### config.mk
export PLATFORM = sky130hd
export DESIGN_NAME = sc_char_rx
export DESIGN_NICKNAME = d
export VERILOG_FILES = /design/src/rtl/sc_rx_pkg.sv /design/src/rtl/sc_rx_sync.sv /design/src/rtl/sc_rx_timer.sv /design/src/rtl/sc_rx_shifter.sv /design/src/rtl/sc_char_rx.sv
export SDC_FILE = /design/constraint.sdc
export NUM_CORES = 1
export LEC_CHECK = 0
export BUFFER_PORTS_ARGS = -buffer_cell sky130_fd_sc_hd__buf_2
export CAP_MARGIN = 20
export CORE_ASPECT_RATIO = 2
export CORE_MARGIN = 1.5
export CORE_UTILIZATION = 59
export CTS_CLUSTER_DIAMETER = 30
export CTS_CLUSTER_SIZE = 30
export DETAILED_ROUTE_END_ITERATION = 10
export PLACE_DENSITY = 0.79
export SLEW_MARGIN = 15
export SYNTH_ARGS = -nofsm -noshare
export SYNTH_HDL_FRONTEND = slang
export SYNTH_SLANG_ARGS = --single-unit
export TNS_END_PERCENT = 100
### constraint.sdc
create_clock -name clk -period 5.15 [get_ports clk]
set_input_delay 0 -clock clk [delete_from_list [all_inputs] [get_ports clk]]
set_output_delay 0 -clock clk [all_outputs]
set_load 0.01 [all_outputs]
### src/rtl/sc_rx_pkg.sv
package sc_rx_pkg;

    typedef enum logic [2:0] {
        RX_OK      = 3'd0,
        RX_PARERR  = 3'd1,
        RX_TIMEOUT = 3'd2,
        RX_RSTLOW  = 3'd3,
        RX_NOCLK   = 3'd4
    } rx_status_e;

    typedef enum logic [3:0] {
        S_IDLE,
        S_WAIT,
        S_HALF,
        S_DATA,
        S_PAR,
        S_TAIL,
        S_EPRE,
        S_ELOW,
        S_EREL
    } rx_state_e;

    // x is the XOR of all nine sampled line levels (data plus parity).
    // Direct convention passes when x is 0. Inverse convention passes
    // when x is 1, because nine inverted bits flip the XOR.
    function automatic logic parity_pass(input logic x, input logic inv);
        return x == inv;
    endfunction

endpackage

### src/rtl/sc_rx_sync.sv
module sc_rx_sync #(
    parameter int W = 3
) (
    input  logic         clk,
    input  logic         rst,
    input  logic [W-1:0] d,
    output logic [W-1:0] q
);
    logic [W-1:0] meta;

    // Every input idles high, so each stage resets to 1.
    for (genvar i = 0; i < W; i++) begin : g_bit
        always_ff @(posedge clk) begin
            if (rst) begin
                meta[i] <= 1'b1;
                q[i]    <= 1'b1;
            end else begin
                meta[i] <= d[i];
                q[i]    <= meta[i];
            end
        end
    end
endmodule

### src/rtl/sc_rx_timer.sv
module sc_rx_timer #(
    parameter int CW = 12
) (
    input  logic          clk,
    input  logic          rst,
    input  logic          clr,
    input  logic [CW-1:0] limit,
    output logic          expire
);
    logic [CW-1:0] cnt;

    always_ff @(posedge clk) begin
        if (rst || clr) cnt <= '0;
        else            cnt <= cnt + 1'b1;
    end

    // Fires after `limit` cycles when the counter is cleared on every expiry.
    assign expire = (cnt == limit - 1'b1);
endmodule

### src/rtl/sc_rx_shifter.sv
module sc_rx_shifter (
    input  logic       clk,
    input  logic       rst,
    input  logic       clr,
    input  logic       shift,
    input  logic       inverse,
    input  logic       line,
    output logic [7:0] byte_q,
    output logic       line_xor
);
    always_ff @(posedge clk) begin
        if (rst || clr) begin
            byte_q   <= '0;
            line_xor <= 1'b0;
        end else if (shift) begin
            line_xor <= line_xor ^ line;
            if (inverse) byte_q <= {byte_q[6:0], ~line};  // first bit ends at MSB
            else         byte_q <= {line, byte_q[7:1]};   // first bit ends at LSB
        end
    end
endmodule

### src/rtl/sc_char_rx.sv
module sc_char_rx
    import sc_rx_pkg::*;
#(
    parameter int ETU_CYCLES = 372,
    parameter int WAIT_W     = 16
) (
    input  logic              clk,
    input  logic              rst,
    input  logic              enable,
    input  logic              inverse,
    input  logic              io_line,
    input  logic              card_rst_n,
    input  logic              clk_ok,
    input  logic [WAIT_W-1:0] wait_limit,
    output logic              io_drive_low,
    output logic              done,
    output logic [2:0]        status,
    output logic [7:0]        data
);
    localparam int HALF_CYC  = ETU_CYCLES / 2;
    localparam int GUARD_CYC = ETU_CYCLES / 8;
    localparam int PRE_CYC   = HALF_CYC - GUARD_CYC;
    localparam int LOW_CYC   = ETU_CYCLES + GUARD_CYC;
    localparam int CW        = $clog2(LOW_CYC + 1) + 1;

    // ---------------- input synchronizers ----------------
    logic [2:0] sync_q;
    logic       io_s, rst_s, clk_ok_s;

    sc_rx_sync #(.W(3)) u_sync (
        .clk (clk),
        .rst (rst),
        .d   ({clk_ok, card_rst_n, io_line}),
        .q   (sync_q)
    );
    assign io_s     = sync_q[0];
    assign rst_s    = sync_q[1];
    assign clk_ok_s = sync_q[2];

    // ---------------- state and control ----------------
    rx_state_e          state, nxt;
    logic [2:0]         bit_idx;
    logic [WAIT_W-1:0]  wait_cnt;
    logic               io_prev, par_line;
    logic               fall, expire, tclr;
    logic               fin, fin_keep, clr_sh, shift, take_par;
    rx_status_e         fin_st;
    logic [CW-1:0]      tlim;
    logic [7:0]         byte_q;
    logic               line_xor;

    assign fall = io_prev & ~io_s;

    always_comb begin
        case (state)
            S_HALF, S_TAIL: tlim = CW'(HALF_CYC);
            S_EPRE, S_EREL: tlim = CW'(PRE_CYC);
            S_ELOW:         tlim = CW'(LOW_CYC);
            default:        tlim = CW'(ETU_CYCLES);
        endcase
    end

    sc_rx_timer #(.CW(CW)) u_timer (
        .clk    (clk),
        .rst    (rst),
        .clr    (tclr),
        .limit  (tlim),
        .expire (expire)
    );

    sc_rx_shifter u_shift (
        .clk      (clk),
        .rst      (rst),
        .clr      (clr_sh),
        .shift    (shift),
        .inverse  (inverse),
        .line     (io_s),
        .byte_q   (byte_q),
        .line_xor (line_xor)
    );

    always_comb begin
        nxt      = state;
        fin      = 1'b0;
        fin_keep = 1'b0;
        fin_st   = RX_OK;
        clr_sh   = 1'b0;
        shift    = 1'b0;
        take_par = 1'b0;
        case (state)
            S_IDLE: if (enable) nxt = S_WAIT;
            S_WAIT: begin
                if (!clk_ok_s) begin
                    fin = 1'b1; fin_st = RX_NOCLK;
                end else if (!rst_s) begin
                    fin = 1'b1; fin_st = RX_RSTLOW;
                end else if (fall) begin
                    nxt = S_HALF; clr_sh = 1'b1;
                end else if (wait_limit != '0 && wait_cnt == wait_limit - 1'b1) begin
                    fin = 1'b1; fin_st = RX_TIMEOUT;
                end
            end
            S_HALF: if (expire) begin
                if (io_s) begin
                    fin = 1'b1; fin_st = RX_PARERR;    // false start
                end else begin
                    nxt = S_DATA;
                end
            end
            S_DATA: if (expire) begin
                shift = 1'b1;
                if (bit_idx == 3'd7) nxt = S_PAR;
            end
            S_PAR: if (expire) begin
                take_par = 1'b1; nxt = S_TAIL;
            end
            S_TAIL: if (expire) begin
                if (parity_pass(line_xor ^ par_line, inverse)) begin
                    fin = 1'b1; fin_keep = 1'b1; fin_st = RX_OK;
                end else if (clk_ok_s) begin
                    nxt = S_EPRE;
                end else begin
                    fin = 1'b1; fin_keep = 1'b1; fin_st = RX_PARERR;
                end
            end
            S_EPRE: if (expire) nxt = S_ELOW;
            S_ELOW: if (expire) nxt = S_EREL;
            S_EREL: if (expire) begin
                fin = 1'b1; fin_keep = 1'b1; fin_st = RX_PARERR;
            end
            default: nxt = S_IDLE;
        endcase
        if (fin) nxt = S_IDLE;
        tclr = (nxt != state) || expire;
    end

    always_ff @(posedge clk) begin
        if (rst) begin
            state        <= S_IDLE;
            bit_idx      <= '0;
            wait_cnt     <= '0;
            io_prev      <= 1'b1;
            par_line     <= 1'b0;
            done         <= 1'b0;
            status       <= 3'd0;
            data         <= '0;
            io_drive_low <= 1'b0;
        end else begin
            state        <= nxt;
            io_prev      <= io_s;
            done         <= fin;
            io_drive_low <= (nxt == S_ELOW);
            wait_cnt     <= (state == S_WAIT) ? wait_cnt + 1'b1 : '0;
            if (clr_sh)        bit_idx <= '0;
            else if (shift)    bit_idx <= bit_idx + 1'b1;
            if (take_par)      par_line <= io_s;
            if (fin) begin
                status <= fin_st;
                data   <= fin_keep ? byte_q : 8'h00;
            end
        end
    end
endmodule

# Yosys cells after proc, flatten, opt, wreduce, memory -nomap -nowiden
# Index checks and enable logic that the tools add are counted.
# W data, S select, Z words.
[op_classes] n_eq_ne=14 add_sub_neg=5 reduce_logical=10 n_bitwise=5 mux=48
[ops] operator="$mux W4" n=15
[ops] operator="$pmux W4 S9" n=1
[ops] operator="$pmux W9 S3" n=1
[ops] operator="$mux W1" n=22
[ops] operator="$eq A4 B3 Y1 const B" n=5
[ops] operator="$add A16 B1 Y16 const B" n=1
[ops] operator="$eq A16 B16 Y1" n=1
[ops] operator="$mux W8" n=2
[ops] operator="$reduce_bool A16 Y1" n=1
[ops] operator="$sub A16 B1 Y16 const B" n=1
[ops] operator="$pmux W3 S4" n=1
[ops] operator="$add A10 B1 Y10 const B" n=1
[ops] operator="$eq A10 B10 Y1" n=1
[ops] operator="$sub A9 B1 Y10 const B" n=1
[ops] operator="$eq A4 B2 Y1 const B" n=2
[ops] operator="$reduce_or A2 Y1" n=4
[ops] operator="$mux W2" n=3
[ops] operator="$eq A4 B1 Y1 const B" n=1
[ops] operator="$eq A4 B4 Y1 const B" n=1
[ops] operator="$logic_not A4 Y1" n=1
[ops] operator="$ne A4 B4 Y1" n=1
[ops] operator="$pmux W1 S4" n=1
[ops] operator="$add A3 B1 Y3 const B" n=1
[ops] operator="$eq A3 B3 Y1 const B" n=1
[ops] operator="8 further kinds" n=12
[word_totals] elab_cells=100 register_bits=63 output_inout_bits=13

# Longest topological paths before layout
# Gate-level depths: netlist of the first run.
[logic_depth] ltp_word=12 depth_mapped=16

# Hierarchy
# From an unflattened synthesis of the first run, not the netlist that was laid out.
[hier_totals] cells_unflattened=458 area_unflattened_um2=3885.0
[modules_own_cells] module="sc_char_rx" cells_each=313 instances=1 seq_area_each_um2=760.7 area_per_inst_um2=2538.7
[modules_own_cells] module="sc_rx_timer" cells_each=90 instances=1 seq_area_each_um2=200.2 area_per_inst_um2=713.2
[modules_own_cells] module="sc_rx_shifter" cells_each=43 instances=1 seq_area_each_um2=180.2 area_per_inst_um2=475.5
[modules_own_cells] module="sc_rx_sync" cells_each=12 instances=1 seq_area_each_um2=120.1 area_per_inst_um2=157.7

# Worst setup path after synthesis of the first run
# Ideal clock, no wire load.
[synth_timing] path_type="reg-to-reg" startpoint="register state[1]" endpoint="register u_timer.cnt[1]" period_less_slack_ns=3.575 path_slack_ns=1.575 setup_time_ns=0.087 required_ns=5.063 path_stages_with_launch=16 path_buffers=2 t_arrival_ns=3.488 path_cell_list="dfxtp_1 > buf_2 > buf_1 > nand2_1 > a21oi_1 > inv_1 > ha_1 > xor2_1 > nand4b_1 > a2111oi_4 > nand3_2 > nor3b_4 > xnor2_1 > o2111ai_4 > mux2_4 > nor4b_2"
[synth_between] elab_chain_len=11 elab_cells_between_ends=37 classes_between="add/sub (1); eq/ne (10); mux (21); reduce/logical (5)"
[synth_lines] element="start, declared" line="sc_char_rx.sv:41" text="rx_state_e state, nxt;"
[synth_lines] element="start signal, assigned" line="sc_char_rx.sv:149" text="state <= nxt;"
[synth_lines] element="$eq A4 B4 Y1 (tied with other cells)" line="sc_char_rx.sv:55, sc_char_rx.sv:90"
[synth_lines] element="$reduce_or A2 Y1" line="sc_char_rx.sv:55" text="case (state)"
[synth_lines] element="$pmux W9 S3" line="sc_char_rx.sv:55"
[synth_lines] element="$sub A9 B1 Y10" line="sc_rx_timer.sv:18" text="assign expire = (cnt == limit - 1'b1);"
[synth_lines] element="$eq A10 B10 Y1" line="sc_rx_timer.sv:18"
[synth_lines] element="$mux W4 (tied with other cells)" line="sc_char_rx.sv:127" text="S_ELOW: if (expire) nxt = S_EREL;"
[synth_lines] element="$pmux W4 S9 or $pmux W1 S4 (tied branches)" line="sc_char_rx.sv:90" text="case (state)"
[synth_lines] element="$mux W4" line="sc_char_rx.sv:133" text="if (fin) nxt = S_IDLE;"
[synth_lines] element="$ne A4 B4 Y1" line="sc_char_rx.sv:134" text="tclr = (nxt != state) || expire;"
[synth_lines] element="$logic_or A1 B1 Y1 (*)" line="sc_char_rx.sv:134"
[synth_lines] element="$logic_or A1 B1 Y1 (*)" line="sc_rx_timer.sv:13" text="if (rst || clr) cnt <= '0;"
[synth_lines] element="end signal, assigned" line="sc_rx_timer.sv:14" text="else cnt <= cnt + 1'b1;"
[synth_lines] element="end, declared" line="sc_rx_timer.sv:10" text="logic [CW-1:0] cnt;"
# Every way passes the cells marked *; elsewhere a longest branch is shown, timed or not.
# A chain may end at the register's enable or synchronous reset.

# Worst setup path in the final report of the first run
[layout_timing] startpoint="register state[0]" endpoint="register u_shift.line_xor"
[layout_between] elab_chain_len=7 elab_cells_between_ends=16 classes_between="add/sub (1); eq/ne (8); mux (4); reduce/logical (3)"
[layout_lines] element="$eq A4 B4 Y1 (tied with other cells)" line="sc_char_rx.sv:55"
[layout_lines] element="$reduce_or A2 Y1" line="sc_char_rx.sv:55"
[layout_lines] element="$pmux W9 S3" line="sc_char_rx.sv:55"
[layout_lines] element="$sub A9 B1 Y10" line="sc_rx_timer.sv:18"
[layout_lines] element="$eq A10 B10 Y1" line="sc_rx_timer.sv:18"
[layout_lines] element="$mux W1" line="sc_char_rx.sv:110" text="S_DATA: if (expire) begin"
[layout_lines] element="$mux W1" line="sc_char_rx.sv:90"
[layout_lines] element="end signal, assigned" line="sc_rx_shifter.sv:16" text="line_xor <= line_xor ^ line;"
[layout_lines] element="end, declared" line="sc_rx_shifter.sv:9" text="output logic line_xor"
# Parallel ways exist; a longest one is shown, timed or not.

==> out/metrics.csv, run 1 <==
metric,value,unit
asyncSetResetFlopFracSynth,0,
count_of_state_elements_after_synthesis,63,
crit_fanout,25,
fp.dieW,59.3,um
cp_cell_sequence,nand2_1 > a21oi_1 > inv_1 > ha_1 > xor2_1 > nand4b_1 > a2111oi_4 > nand3_2 > nor3b_4 > buf_4 > and4_1 > nand2_1 > xor2_1 > nor2_1,
drc,0,
crit_required,5.33,ns
synth_enable_flop_cells,0,
area_share_of_the_leading_cell_type_in_the_synthesized_netlist,0.337,
switching_power,0.000290,W
critical_path.max_stage_delay,0.85,ns
post-route-util,0.709,
route.vias.total,3176,
syn-mean-instance-area,8.93,um2
max_cap_viols,0,
first_global_vias,3099,
p_clk_frac,0.531,
drtIter0Drc,132,
rsz_0062_raised_after_global_routing,false,
cts_root_buffer,sky130_fd_sc_hd__clkbuf_16,
globalRouteTotalUtil,0.283,
placeable_core_region,6060,um2
timing.setup.tns,0,ns
skew,0.00420,ns
initial_antenna_violation_count,0,
finalMaxSlewViolations,0,
cts_htree_levels,3,
postSynth.topFlopCell,sky130_fd_sc_hd__dfxtp_1,
via_per_inst,5.90,
cts_post_setup_buffers_inserted,0,
numCtsBuffers,9,
most_frequent_standard_cell_in_the_layout_excluding_fill_and_tap_cells,sky130_fd_sc_hd__dfxtp_1,
power_density,308,nW/um2
netlist_area,3740,um2
hold_viol,0,
power_switching_share,0.220,
gp_congestion,0.893,
final_period_minus_worst_setup_slack,4.23,ns
initial_utilization,0.618,
worstPathBufferInverterCount,2,
cp_data_arrival_time,4.41,ns
grt_overflow_total,0,
nets,479,
synth_compound_gate_area_share,0.147,
drive_above_1_share,0.196,
synthToLayoutAreaGrowth,14.8,%
timing.critical_path.from_type,register,
antenna_cells,0,
gate_count_of_the_mapped_netlist,419,
setup_viols_final,0,
cts_resized,0,
routedWlPerCell,16.8,um
yosysTopAreaCell,sky130_fd_sc_hd__dfxtp_1,
cpLargestDelayFamily,simple AND/OR/NAND/NOR gates,
clock-sinks,63,
drt_wl_total,9020,um
synth.area.mux_share,0.0388,
synth.net_count,449,
wire_length_of_the_first_global_routing_pass,14500,um
ioPinCount,36,
die_h,116,um
synth.distinct_cells,69,
port-buffer-count,35,
timing_worst_slew_pin_value,0.941,ns
static_leak,1.63,nW
simple_gate_share_of_the_synthesized_area,0.283,
register_clock_pin_slew_on_the_reported_worst_setup_and_hold_paths,0.05,ns
dp.final_hpwl,6700,um
post-route-period-util,0.822,
setup.worst_path.class,register to register,
clock_tree_from_tritoncts,yes,
fin_total_pwr,0.00132,W
design.die.area,6850,um2
cell_internal_pwr,0.00103,W
power.sequential.fraction,0.384,
ys_top_cells_by_area,"sky130_fd_sc_hd__dfxtp_1, sky130_fd_sc_hd__xor2_1, sky130_fd_sc_hd__xnor2_1, sky130_fd_sc_hd__nor2_1, sky130_fd_sc_hd__mux2i_1",
drt.antenna.violating_nets,0,
crit_slowest_cell,sky130_fd_sc_hd__dfxtp_1,
synthesis_warnings,0,
insertion_delay_of_the_later_clocked_pin_in_the_worst_skew_pair,0.33,ns
maximum_operating_frequency,0.236,GHz
clock_path_buffers,2,
critPathCaptureType,register,
worst_ir_drop_vdd,0.000302,V
slew-limit-headroom,0.367,
min_path_type,primary input to register,
largest_family_of_logic_cells_by_synthesized_area,simple AND/OR/NAND/NOR gates,
combinationalPowerShare,0.085,
mostFrequentLayoutCells,"sky130_fd_sc_hd__dfxtp_1, sky130_fd_sc_hd__nor2_1, sky130_fd_sc_hd__buf_2",
post_synth_xor_area_fraction,0.124,
outcome,"complete, no violations",
drtPass1Iterations,5,
grt_start_max_net_pins,26,
synth-adder-area-share,0.0234,
num_rows,40,
ys_seq_area_frac,0.337,
==> synth_stat cells, types with 8 or more instances <==
master                     number
sky130_fd_sc_hd__dfxtp_1       63
sky130_fd_sc_hd__nor2_1        50
sky130_fd_sc_hd__xor2_1        27
sky130_fd_sc_hd__xnor2_1       26
sky130_fd_sc_hd__nand2_1       19
sky130_fd_sc_hd__nand3_1       18
sky130_fd_sc_hd__a21oi_1       15
sky130_fd_sc_hd__inv_1         14
sky130_fd_sc_hd__a211oi_1      13
sky130_fd_sc_hd__mux2i_1       13
sky130_fd_sc_hd__and3_1        11
sky130_fd_sc_hd__or2_2         11
sky130_fd_sc_hd__nor2b_1       10
sky130_fd_sc_hd__nor4_2         9
sky130_fd_sc_hd__a22o_1         8
sky130_fd_sc_hd__buf_2          8
sky130_fd_sc_hd__clkbuf_1       8
==> through the flow <==
| step | instance area (um2) | setup WS [ns] | std cells | hold slack (ns) |
|---|---|---|---|---|
| floorplan | 3740 | 1.57 | 419 | 0.0760 |
| global placement | 3920 | 1.12 | 519 | 0.184 |
| detailed placement | 3920 | 0.964 | 519 | 0.189 |
| CTS | 4290 | 0.914 | 538 | 0.0148 |
| global route | 4290 | 0.571 | 538 | 0.0522 |
| finish | 4290 | 0.919 | 538 | 0.0186 |
==> per-layer routing <==
layer | share of wire | GRT usage | up-vias
li1 | - | - | 1555
met1 | 0.35 | 0.265 | 1529
met2 | 0.59 | 0.544 | 71
met3 | 0.028 | 0.0558 | 21
met4 | 0.029 | 0.142 | 0
met5 | 0 | 0 | -
==> power groups by stage <==
stage / logic (W) / clock network (W) / registers (W)
2_1_floorplan: 0.0000856 / 0 / 0.000510
3_3_place_gp: 0.000106 / 0 / 0.000517
3_5_place_dp: 0.000109 / 0 / 0.000517
4_1_cts: 0.000111 / 0.000706 / 0.000507
5_1_grt: 0.000121 / 0.000726 / 0.000508
6_report: 0.000112 / 0.000701 / 0.000508
==> worst paths after layout <==
kind,startpoint,to,slack [ns],cells after the start
max reg2reg,state[0]$_SDFF_PP0_,u_shift.line_xor$_SDFFE_PP0P_,0.92,14
min,rst,status[2]$_SDFFE_PP0N_,0.02,2
max,state[0]$_SDFF_PP0_,u_shift.line_xor$_SDFFE_PP0P_,0.92,14
min reg2reg,u_sync.meta[0]$_SDFF_PP1_,u_sync.q[0]$_SDFF_PP1_,0.41,1
==> state kept, by name, summed over array words and instances (netlist names) <==
name and cells:
u_timer.cnt 10, io_prev 1, state 4, io_drive_low 1, data 8, u_shift.byte_q 8
u_shift.line_xor 1, status 3, u_sync.q 3, par_line 1, bit_idx 3, u_sync.meta 3
wait_cnt 16, done 1
==> worst register-to-register path: stages, from the launching register on <==
cell                        delay [ns]
sky130_fd_sc_hd__dfxtp_1          0.85
sky130_fd_sc_hd__nand2_1          0.16
sky130_fd_sc_hd__a21oi_1          0.31
sky130_fd_sc_hd__inv_1            0.08
sky130_fd_sc_hd__ha_1             0.31
sky130_fd_sc_hd__xor2_1           0.13
sky130_fd_sc_hd__nand4b_1         0.17
sky130_fd_sc_hd__a2111oi_4        0.33
sky130_fd_sc_hd__nand3_2          0.15
sky130_fd_sc_hd__nor3b_4          0.27
sky130_fd_sc_hd__buf_4            0.28
sky130_fd_sc_hd__and4_1           0.69
sky130_fd_sc_hd__nand2_1          0.15
sky130_fd_sc_hd__xor2_1           0.17
sky130_fd_sc_hd__nor2_1           0.05
==> kinds of logic after synthesis <==
family,Yosys count
simple gates,176
compound gates,70
flops,63
xor+xnor,53
buf+inv,36
mux,14
fa+ha+maj,7
==> cell type report <==
| class | count | area (um2) |
|---|---|---|
| multi-input combinational | 320 | 2300 |
| fill | 496 | 1760 |
| sequential | 63 | 1260 |
| clock buffer | 11 | 243 |
| timing repair buffer | 40 | 220 |
| tap | 84 | 105 |
| clock inverter | 5 | 104 |
| inverter | 15 | 56.3 |
==> timing repair <==
action,in CTS,in global routing
setup endpoints to repair,0,0
hold buffers,3,0
endpoints found under the hold margin,3,0
(Power assumes the default switching activity.)
==> run 2, diff against run 1 <==
Settings changed: CORE_UTILIZATION 59 to 54, PLACE_DENSITY 0.79 to 0.77.
Clock period 5.15 ns to 3.8 ns, I/O delays scaled along.
==> out/metrics.csv, run 2 (synthesis results as in run 1) <==
metric,value,unit
crit_slowest_cell,sky130_fd_sc_hd__mux2_4,
gr_layer_usage_met3,0.0642,
top_register,wait_cnt,
setup.worst_path.class,register to register,
first_global_vias,3156,
hold_depth,2,
worst_ir_drop_vdd,0.000336,V
power_density,367,nW/um2
critical_path.max_stage_delay,0.41,ns
initial_antenna_violation_count,0,
timing.setup.tns,0,ns
gp_congestion,0.956,
cpLargestDelayFamily,simple AND/OR/NAND/NOR gates,
met2_resource_use_gr,0.475,
crit_required,4.05,ns
route.vias.total,3227,
die_h,121,um
drt.antenna.violating_nets,0,
mostFrequentLayoutCells,"sky130_fd_sc_hd__dfxtp_1, sky130_fd_sc_hd__nor2_1, sky130_fd_sc_hd__buf_2",
synthToLayoutAreaGrowth,14.8,%
critPathCaptureType,register,
drc,0,
global_route.peak_usage_layer,met2,
via_per_inst,5.85,
outcome,"complete, no violations",
grt_start_max_net_pins,22,
whs,0.0168,ns
maximum_operating_frequency,0.282,GHz
worstSetupStartpoint,state[0]$_SDFF_PP0_,
antenna_cells,0,
skew,0.00676,ns
drt_wl_total,9070,um
worstPathBufferInverterCount,1,
fill_cell_total_of_the_finished_layout,590,
numCtsBuffers,9,
met1_use_gr,0.263,
insertion_delay_of_the_later_clocked_pin_in_the_worst_skew_pair,0.34,ns
finalMaxSlewViolations,0,
slew-limit-headroom,0.408,
static_leak,1.65,nW
register_clock_pin_slew_on_the_reported_worst_setup_and_hold_paths,0.06,ns
nets,489,
hold_viol,0,
clock_tree_from_tritoncts,yes,
fin_total_pwr,0.00158,W
setup.reg_to_reg.worst_slack,0.25,ns
cts_root_buffer,sky130_fd_sc_hd__clkbuf_16,
dp.final_hpwl,6940,um
routedWlPerCell,16.4,um
clock_path_buffers,2,
post-route-period-util,0.933,
drtPass1Iterations,4,
setup_viols_final,0,
port-buffer-count,35,
hold_wc_startpoint,rst,
timing.critical_path.from_type,register,
drtIter0Drc,208,
num_rows,42,
grt_overflow_total,0,
fp.dieW,61.8,um
drive_above_1_share,0.213,
final_period_minus_worst_setup_slack,3.55,ns
initial_utilization,0.560,
clock-sinks,63,
timing.hold.worst_endpoint,done$_SDFF_PP0_,
globalRouteTotalUtil,0.268,
largest_registers,"wait_cnt (16), u_timer.cnt (10)",
min_path_type,primary input to register,
timing.rr.start,state[0]$_SDFF_PP0_,
reg2regPathDepth,14,
max_cap_viols,0,
post-place-ws,0.273,ns
rsz_0062_raised_after_global_routing,false,
cp_data_arrival_time,3.79,ns
ioPinCount,36,
timing_worst_slew_pin_value,0.886,ns
placeable_core_region,6670,um2
most_frequent_standard_cell_in_the_layout_excluding_fill_and_tap_cells,sky130_fd_sc_hd__dfxtp_1,
largest_register_ff_count,16,
crit_fanout,10,
cp_cell_sequence,nor2_1 > nand2_1 > a21oi_1 > buf_4 > ha_1 > xor2_1 > nand4b_1 > a2111oi_4 > nand3_2 > nor3b_4 > xnor2_1 > o2111ai_4 > mux2_4 > nor4_2,
worst_r2r_endpoint,u_timer.cnt[6]$_SDFF_PP0_,
cts_htree_levels,3,
timing.final.ws_setup,0.253,ns
wire_length_of_the_first_global_routing_pass,14800,um
design.die.area,7460,um2
==> run 2: cell types whose count changed in the layout (fill, tap and decap cells not counted), sizes merged <==
cell	before	now
buf	37	47
bufinv	3	0
clkbuf	11	10
clkinv	1	6
inv	16	15
==> run 2: per-layer routing <==
metal / vias to the layer above / wire [um]
met5: - / 0
met4: 0 / 439
met3: 32 / 345
met2: 104 / 5100
met1: 1515 / 3190
li1: 1576 / -
==> run 2: repair_timing <==
action | CTS | global route
endpoints found under the setup margin | 0 | 1
gates resized for setup | 0 | 0
buffers inserted | 0 | 1
hold endpoints to repair | 3 | 0
hold buffers | 3 | 0
==> run 2: worst register-to-register path, delay by kind of cell (launching register included) <==
| family | cells | cell delay [ns] |
|---|---|---|
| compound gates | 3 | 0.79 |
| buf+inv | 1 | 0.15 |
| mux | 1 | 0.41 |
| flops | 1 | 0.35 |
| xor+xnor | 2 | 0.30 |
| simple gates | 6 | 1.24 |
| fa+ha+maj | 1 | 0.22 |
==> run 2: how the worst max path moves through the flow <==
stage,cells after the start,end
5_1_grt,14,u_timer.cnt[3]$_SDFF_PP0_
3_5_place_dp,14,u_timer.cnt[6]$_SDFF_PP0_
4_1_cts,14,u_timer.cnt[6]$_SDFF_PP0_
6_report,14,u_timer.cnt[6]$_SDFF_PP0_
3_3_place_gp,14,u_timer.cnt[1]$_SDFF_PP0_
2_1_floorplan,15,u_timer.cnt[1]$_SDFF_PP0_
==> run 2: where the power goes <==
group / leakage (nW) / switching, W / internal (W)
registers: 0.510 / 0.0000104 / 0.000670
logic: 1.00 / 0.0000937 / 0.0000682
clock network: 0.136 / 0.000296 / 0.000438
total: 1.65 / 0.000401 / 0.00118
==> run 2: through the flow <==
stage	utilization	cell area (um2)	cells
final	0.643	4290	552
after global routing	0.643	4290	552
after CTS	0.642	4280	551
after detailed placement	0.597	3990	532
after global placement	0.597	3990	532
after floorplan	-	3740	419
==> run 2: layout make-up <==
cell class | count | area, um2 | share of cell area
timing repair buffer | 50 | 295 | 0.0688
multi-input combinational | 320 | 2300 | 0.536
sequential | 63 | 1260 | 0.294
inverter | 15 | 56.3 | 0.0131
clock inverter | 6 | 37.5 | 0.00875
tap | 88 | 110 | 0.0257
clock buffer | 10 | 229 | 0.0534
==> run 3, diff against run 2 <==
Settings changed: CORE_MARGIN 1.5 to not set, HOLD_SLACK_MARGIN set to 0.03, SETUP_SLACK_MARGIN set to 0.5.
==> out/metrics.csv, run 3 (synthesis results as in run 1) <==
metric,value,unit
clock_tree_from_tritoncts,yes,
cts_htree_levels,3,
slew-limit-headroom,0.342,
setup.worst_path.class,register to register,
timing.setup.tns,0,ns
crit_slowest_cell,sky130_fd_sc_hd__mux2_4,
post-route-period-util,0.886,
drt.antenna.violating_nets,0,
cp_data_arrival_time,3.61,ns
ioPinCount,36,
power_density,377,nW/um2
timing.critical_path.from_type,register,
crit_fanout,5,
cp_cell_sequence,nor2_4 > nand2_2 > a21oi_4 > inv_2 > ha_4 > xor2_1 > nand4b_1 > a2111oi_4 > nand3_2 > nor3b_4 > buf_6 > xnor2_2 > o2111ai_4 > mux2_4 > nor4_2,
static_leak,1.77,nW
drt_wl_total,10200,um
drc,0,
fp.dieW,60.8,um
crit_required,4.04,ns
critical_path.max_stage_delay,0.38,ns
initial_antenna_violation_count,0,
setup.reg_to_reg.worst_slack,0.43,ns
dp.final_hpwl,7210,um
cts_root_buffer,sky130_fd_sc_hd__clkbuf_16,
num_rows,42,
numCtsBuffers,9,
timing_worst_slew_pin_value,0.985,ns
globalRouteTotalUtil,0.305,
route.vias.total,3355,
die_h,120,um
drtPass1Iterations,4,
timing.rr.start,state[0]$_SDFF_PP0_,
reg2regPathDepth,15,
cpLargestDelayFamily,simple AND/OR/NAND/NOR gates,
port-buffer-count,35,
placeable_core_region,6670,um2
rsz_0062_raised_after_global_routing,true,
insertion_delay_of_the_later_clocked_pin_in_the_worst_skew_pair,0.33,ns
gp_congestion,0.957,
timing.hold.worst_endpoint,status[2]$_SDFFE_PP0N_,
setup_viols_final,0,
hold_wc_startpoint,rst,
grt_start_max_net_pins,22,
max_cap_viols,0,
final_period_minus_worst_setup_slack,3.37,ns
first_global_vias,3385,
outcome,"complete, no violations",
initial_utilization,0.560,
hold_depth,2,
largest_registers,"wait_cnt (16), u_timer.cnt (10)",
wire_length_of_the_first_global_routing_pass,16200,um
hold_viol,0,
synthToLayoutAreaGrowth,22.8,%
routedWlPerCell,17.9,um
nets,506,
antenna_cells,0,
worst_r2r_endpoint,u_timer.cnt[8]$_SDFF_PP0_,
finalMaxSlewViolations,0,
register_clock_pin_slew_on_the_reported_worst_setup_and_hold_paths,0.06,ns
clock_path_buffers,2,
maximum_operating_frequency,0.297,GHz
mostFrequentLayoutCells,"sky130_fd_sc_hd__dfxtp_1, sky130_fd_sc_hd__nor2_1, sky130_fd_sc_hd__buf_2",
post-route-util,0.688,
min_path_type,primary input to register,
top_register,wait_cnt,
clock-sinks,63,
worst_ir_drop_vdd,0.000368,V
drtIter0Drc,174,
worstPathBufferInverterCount,2,
largest_register_ff_count,16,
drive_above_1_share,0.272,
grt_overflow_total,0,
design.die.area,7280,um2
via_per_inst,5.90,
most_frequent_standard_cell_in_the_layout_excluding_fill_and_tap_cells,sky130_fd_sc_hd__dfxtp_1,
critPathCaptureType,register,
skew,0.00743,ns
run 3: cell count changes in the layout (fill, tap and decap cells not counted), sizes merged:
cell	change
clkinv	-4
bufinv	+2
buf	+16
mux2	+1
clkinvlp	+2
run 3: power by group:
part	internal, W	leakage (nW)	switching, W	total (W)
sequential	0.000670	0.512	0.0000102	0.000680
combinational	0.0000796	1.11	0.000106	0.000185
clock	0.000571	0.148	0.000292	0.000863
total	0.00132	1.77	0.000408	0.00173
run 3: stage by stage:
step	hold slack [ns]	area, um2	power (W)	std cells	worst slack, ns
6_report	0.0617	4590	0.00173	569	0.431
5_1_grt	0.0713	4590	0.00178	569	0.287
4_1_cts	0.0478	4530	0.00173	567	0.475
3_5_place_dp	0.187	4010	0.000856	531	0.199
3_3_place_gp	0.184	4010	0.000853	531	0.277
2_1_floorplan	0.0760	3790	0.000813	419	0.484
run 3: worst max path at each step:
stage | start | end | slack [ns] | cells after the start
after floorplan | state[1]$_SDFF_PP0_ | u_timer.cnt[1]$_SDFF_PP0_ | 0.48 | 15
after global placement | state[0]$_SDFF_PP0_ | io_drive_low$_SDFF_PP0_ | 0.28 | 12
after detailed placement | state[0]$_SDFF_PP0_ | u_timer.cnt[4]$_SDFF_PP0_ | 0.20 | 14
after CTS | state[0]$_SDFF_PP0_ | u_timer.cnt[1]$_SDFF_PP0_ | 0.47 | 15
after global routing | state[0]$_SDFF_PP0_ | u_timer.cnt[8]$_SDFF_PP0_ | 0.29 | 15
final | state[0]$_SDFF_PP0_ | u_timer.cnt[8]$_SDFF_PP0_ | 0.43 | 15
run 3: area by class of cell:
class                      count  area [um2]
inverter                      15        56.3
sequential                    63        1270
tap                           88         110
clock buffer                  10         229
multi-input combinational    321        2400
clock inverter                 6        85.1
fill                         566        2080
timing repair buffer          66         435
run 3: worst register-to-register path: stages (launching register included):
cell and delay, ns:
sky130_fd_sc_hd__dfxtp_4 0.36, sky130_fd_sc_hd__nor2_4 0.11, sky130_fd_sc_hd__nand2_2 0.08, sky130_fd_sc_hd__a21oi_4 0.17, sky130_fd_sc_hd__inv_2 0.06, sky130_fd_sc_hd__ha_4 0.26, sky130_fd_sc_hd__xor2_1 0.14, sky130_fd_sc_hd__nand4b_1 0.17
sky130_fd_sc_hd__a2111oi_4 0.36, sky130_fd_sc_hd__nand3_2 0.16, sky130_fd_sc_hd__nor3b_4 0.27, sky130_fd_sc_hd__buf_6 0.17, sky130_fd_sc_hd__xnor2_2 0.08, sky130_fd_sc_hd__o2111ai_4 0.27, sky130_fd_sc_hd__mux2_4 0.38, sky130_fd_sc_hd__nor4_2 0.23
run 3: routing by layer:
layer	GRT usage	share of wire
met5	0	0
met4	0.205	0.070
met3	0.0862	0.049
met2	0.547	0.55
met1	0.275	0.33
run 3: timing repair:
action | 4_1_cts | 5_1_grt
endpoints found under the hold margin | 3 | 0
hold buffers | 3 | 0
buffers inserted | 16 | 2
setup endpoints to repair | 35 | 24
resized for setup | 10 | 9
cloned | 1 | 0
pin swaps | 13 | 4
